File: src/rtl/bus_arb_pkg.sv
package bus_arb_pkg;
  typedef enum logic [1:0] {
    ARB_RESET   = 2'd0,
    ARB_IDLE    = 2'd1,
    ARB_DRIVE   = 2'd2,
    ARB_FOREIGN = 2'd3
  } arb_state_t;
endpackage

File: src/rtl/bus_arb_next.sv
module bus_arb_next
  import bus_arb_pkg::*;
(
  input  arb_state_t cur,
  input  logic       any_rst,
  input  logic       grant,
  input  logic       req,
  input  logic       last,
  output arb_state_t nxt
);
  always_comb begin
    nxt = cur;
    if (any_rst) begin
      nxt = ARB_RESET;
    end else begin
      unique case (cur)
        ARB_RESET:   nxt = grant ? ARB_IDLE : ARB_FOREIGN;
        ARB_IDLE: begin
          if (!grant)   nxt = ARB_FOREIGN;
          else if (req) nxt = ARB_DRIVE;
        end
        ARB_DRIVE: begin
          if (last) begin
            if (!grant)    nxt = ARB_FOREIGN;
            else if (!req) nxt = ARB_IDLE;
          end
        end
        ARB_FOREIGN: if (grant) nxt = ARB_IDLE;
        default:     nxt = ARB_RESET;
      endcase
    end
  end
endmodule

File: src/rtl/bus_arb_outreg.sv
module bus_arb_outreg
  import bus_arb_pkg::*;
#(
  parameter int OE_LANES = 4
) (
  input  logic                clk,
  input  logic                any_rst,
  input  logic                three_wire,
  input  logic                req,
  input  arb_state_t          nxt,
  output logic                drive_q,
  output logic                req_q,
  output logic [OE_LANES-1:0] oe_q
);
  logic drive_d;
  assign drive_d = (nxt == ARB_DRIVE);

  always_ff @(posedge clk) begin
    if (any_rst) begin
      drive_q <= 1'b0;
      req_q   <= 1'b0;
    end else begin
      drive_q <= drive_d;
      req_q   <= three_wire & req & ~drive_d;
    end
  end

  for (genvar g = 0; g < OE_LANES; g++) begin : g_oe
    always_ff @(posedge clk) begin
      if (any_rst) oe_q[g] <= 1'b0;
      else         oe_q[g] <= drive_d;
    end
  end
endmodule

File: src/rtl/bus_arb_fsm.sv
module bus_arb_fsm
  import bus_arb_pkg::*;
#(
  parameter int OE_LANES = 4
) (
  input  logic                clk,
  input  logic                rst,
  input  logic                wdog_rst,
  input  logic                three_wire,
  input  logic                grant_in,
  input  logic                cpu_req,
  input  logic                xfer_last,
  output logic                drive_busy,
  output logic                req_out,
  output logic [OE_LANES-1:0] pad_oe
);
  arb_state_t state_q, state_d;
  logic       any_rst;

  assign any_rst = rst | wdog_rst;

  bus_arb_next u_next (
    .cur     (state_q),
    .any_rst (any_rst),
    .grant   (grant_in),
    .req     (cpu_req),
    .last    (xfer_last),
    .nxt     (state_d)
  );

  always_ff @(posedge clk) begin
    if (any_rst) state_q <= ARB_RESET;
    else         state_q <= state_d;
  end

  bus_arb_outreg #(.OE_LANES(OE_LANES)) u_out (
    .clk        (clk),
    .any_rst    (any_rst),
    .three_wire (three_wire),
    .req        (cpu_req),
    .nxt        (state_d),
    .drive_q    (drive_busy),
    .req_q      (req_out),
    .oe_q       (pad_oe)
  );
endmodule

File: config.mk
export PLATFORM = sky130hd
export DESIGN_NAME = bus_arb_fsm
export DESIGN_NICKNAME = d
export VERILOG_FILES = /design/src/rtl/bus_arb_pkg.sv /design/src/rtl/bus_arb_next.sv /design/src/rtl/bus_arb_outreg.sv /design/src/rtl/bus_arb_fsm.sv
export SDC_FILE = /design/constraint.sdc
export NUM_CORES = 1
export LEC_CHECK = 0
export BUFFER_PORTS_ARGS = -buffer_cell sky130_fd_sc_hd__clkbuf_2
export CORE_AREA = 2 2 39 41
export DETAILED_ROUTE_END_ITERATION = 6
export DIE_AREA = 0 0 41 43
export HOLD_SLACK_MARGIN = 0.03
export PLACE_DENSITY = 0.49
export SETUP_SLACK_MARGIN = 0.3
export SLEW_MARGIN = 15
export SYNTH_ARGS = -nofsm -noshare
export SYNTH_HDL_FRONTEND = slang
export SYNTH_SLANG_ARGS = --single-unit
File: constraint.sdc
create_clock -name clk -period 2 [get_ports clk]
set_input_delay 0.4 -clock clk [delete_from_list [all_inputs] [get_ports clk]]
set_output_delay 0.4 -clock clk [all_outputs]
set_load 0.005 [all_outputs]
==> flow_summary.json <==
{
  "synth_compound_area_frac": 0.153,
  "syn_area_um2": 220,
  "powerDensity_nw_per_um2": 719,
  "synth-simple-area-share": 0.347,
  "fin_setup_tns_ns": 0,
  "cts_tree": "done",
  "cts_resized": 0,
  "ys_seq_area_frac": 0.364,
  "antenna_found_initial": 0,
  "fin_crit_ns": 1.13,
  "slew_headroom": 0.858,
  "yosys.area.top_type_share": 0.364,
  "hold_end": "u_out.req_q",
  "rsz0062_at_grt": "false",
  "synth_common_cells": "4 x buf_4, 4 x dfxtp_1, 3 x nand2_1",
  "avgSynthCellArea_um2": 9.57,
  "crit_buf_inv": 1,
  "syn2layout_area_growth_pct": 33.0,
  "wl_per_cell_um": 7.82,
  "routabilityCongestion": 0.624,
  "hp-class": "primary input to flip-flop",
  "synth.distinct_cells": 14,
  "regToRegEndpoint": "state_q[0]",
  "hold_start": "three_wire",
  "status": "finished, final reports clean",
  "hold_buffers": 0,
  "finalHoldViolCount": 0,
  "drv_slew": 0,
  "die_width_um": 41,
  "hold_ws_ns": 0.382,
  "p_leak_nw": 0.129,
  "cts-root-buf": "clkbuf_4",
  "first_iter_violations": 6,
  "arrival_ns": 0.73,
  "path_depth": 1,
  "synth-xor-area-share": 0,
  "grt_max_degree": 6,
  "antennaDiodeCount": 0,
  "fmaxAchievable_mhz": 882,
  "path_class": "flip-flop to primary output",
  "reg2regPathDepth": 3,
  "ff2ff_setup_slack_ns": 1.00,
  "ys_ff_latch": 4,
  "io_pins": 13,
  "placedCellCount": 47,
  "dr.pass1.iters": 4,
  "tightest_slew_ns": 0.211,
  "start_util": 0.159,
  "via_per_inst": 3.72,
  "h-tree-depth": 1,
  "final.period_utilization": 0.567,
  "synth_fa_ha_area_frac": 0,
  "stdcell_count": 50,
  "hold_depth": 3,
  "yosysWarnings": 0,
  "cts-buffers-inserted": 3,
  "synth_area_leaders": "dfxtp_1 36%, buf_4 14%, nand2b_4 6.3%",
  "max_stage_delay_ns": 0.37,
  "cpLargestDelayFamily": "flip-flops",
  "clk_pin_slew_ns": 0.04,
  "port_buffers": 12,
  "cap_violations": 0,
  "fin_nets": 43,
  "dieArea_um2": 1760,
  "grt_pass1_wl_um": 641,
  "synth_nets": 30,
  "grt_pass1_vias": 169,
  "synthMuxAreaShare": 0,
  "crit_fanout": 5,
  "finalPower_w": 0.000210,
  "synthCells": 23,
  "route.detailed.drc": 0,
  "num_rows": 14,
  "utilization": 0.212,
  "overflow": 0,
  "worstPathCellList": "clkbuf_2",
  "reg2reg_from": "state_q[1]",
  "ir_worst_vdd_mv": 0.306,
  "ant_nets": 0,
  "core_area_um2": 1380,
  "synth_edf_count": 0,
  "setup_viol": 0,
  "cp-end-kind": "primary output",
  "clkLatencyLatePin_ns": 0.23,
  "num-fill-cells": 150,
  "clk_path_buf_depth": 2,
  "clock_skew_ns": 0.00248,
  "dr_total_vias": 186,
  "required_ns": 1.60,
  "grt_usage": 0.0602,
  "die_h_um": 43,
  "synth_top_area_cell": "dfxtp_1",
  "register_area_um2": 80.1,
  "wl_um": 391,
  "multiInputGateArea_um2": 110,
  "synth_top_family_by_area": "simple AND/OR/NAND/NOR gates",
  "slowest_stage": "dfxtp_1",
  "layout-drive-gt1-share": 0.529,
  "cts_setup_buffers": 0,
  "crit_path_start_kind": "flip-flop",
  "cts.sink_count": 4,
  "synth-async-reset-ratio": 0,
  "synth-main-ff-cell": "dfxtp_1"
}
-- cells by family after synthesis --
family / count (synthesis)
AND/OR/NAND/NOR: 11
flip-flops: 4
buffers and inverters: 4
AO/OA/AOI/OAI: 4
-- through the flow --
stage	setup WS, ns	area, um^2
6_report	0.867	293
3_5_place_dp	0.885	270
5_1_grt	0.776	293
3_3_place_gp	0.837	270
4_1_cts	0.851	293
2_1_floorplan	1.03	220
-- power breakdown --
group	internal (W)	switching [W]	leakage (nW)
Clock	0.0000669	0.0000301	0.0138
Combinational	0.0000147	0.0000118	0.0820
Sequential	0.0000836	0.00000340	0.0328
-- worst max path at each step --
stage | endpoint | startpoint
floorplan | state_q[0] | xfer_last
global placement | state_q[0] | grant_in
detailed placement | state_q[0] | grant_in
CTS | pad_oe[2] | u_out.oe_q[2]
global route | pad_oe[2] | u_out.oe_q[2]
finish | pad_oe[2] | u_out.oe_q[2]
-- cell type report --
type / instances / share of cell area
multi-input cells: 15 / 0.376
flip-flops and latches: 4 / 0.274
repair buffers: 12 / 0.205
clock buffers: 3 / 0.0769
well taps: 16 / 0.0684
-- sequential cells by signal, summed over array words and instances, names as in the netlist --
| signal | cells |
|---|---|
| u_out.req_q | 1 |
| u_out.oe_q | 1 |
| state_q | 2 |
-- placed cells by master, fill, tap and decap left out, types with 2 or more instances in the layout --
master,instances
dfxtp_1,4
clkbuf_2,12
nor2b_1,2
clkbuf_4,3
nand2_1,3
-- per-layer routing --
| metal | vias to the layer above | wire length (um) | global-route usage |
|---|---|---|---|
| met3 | 0 | 41 | 0.0785 |
| met4 | 0 | 0 | 0.0200 |
| met1 | 73 | 180 | 0.0675 |
| met2 | 11 | 170 | 0.0656 |
| met5 | - | 0 | 0 |
| li1 | 102 | - | - |
Note: power is estimated with default switching activity, not from simulation.
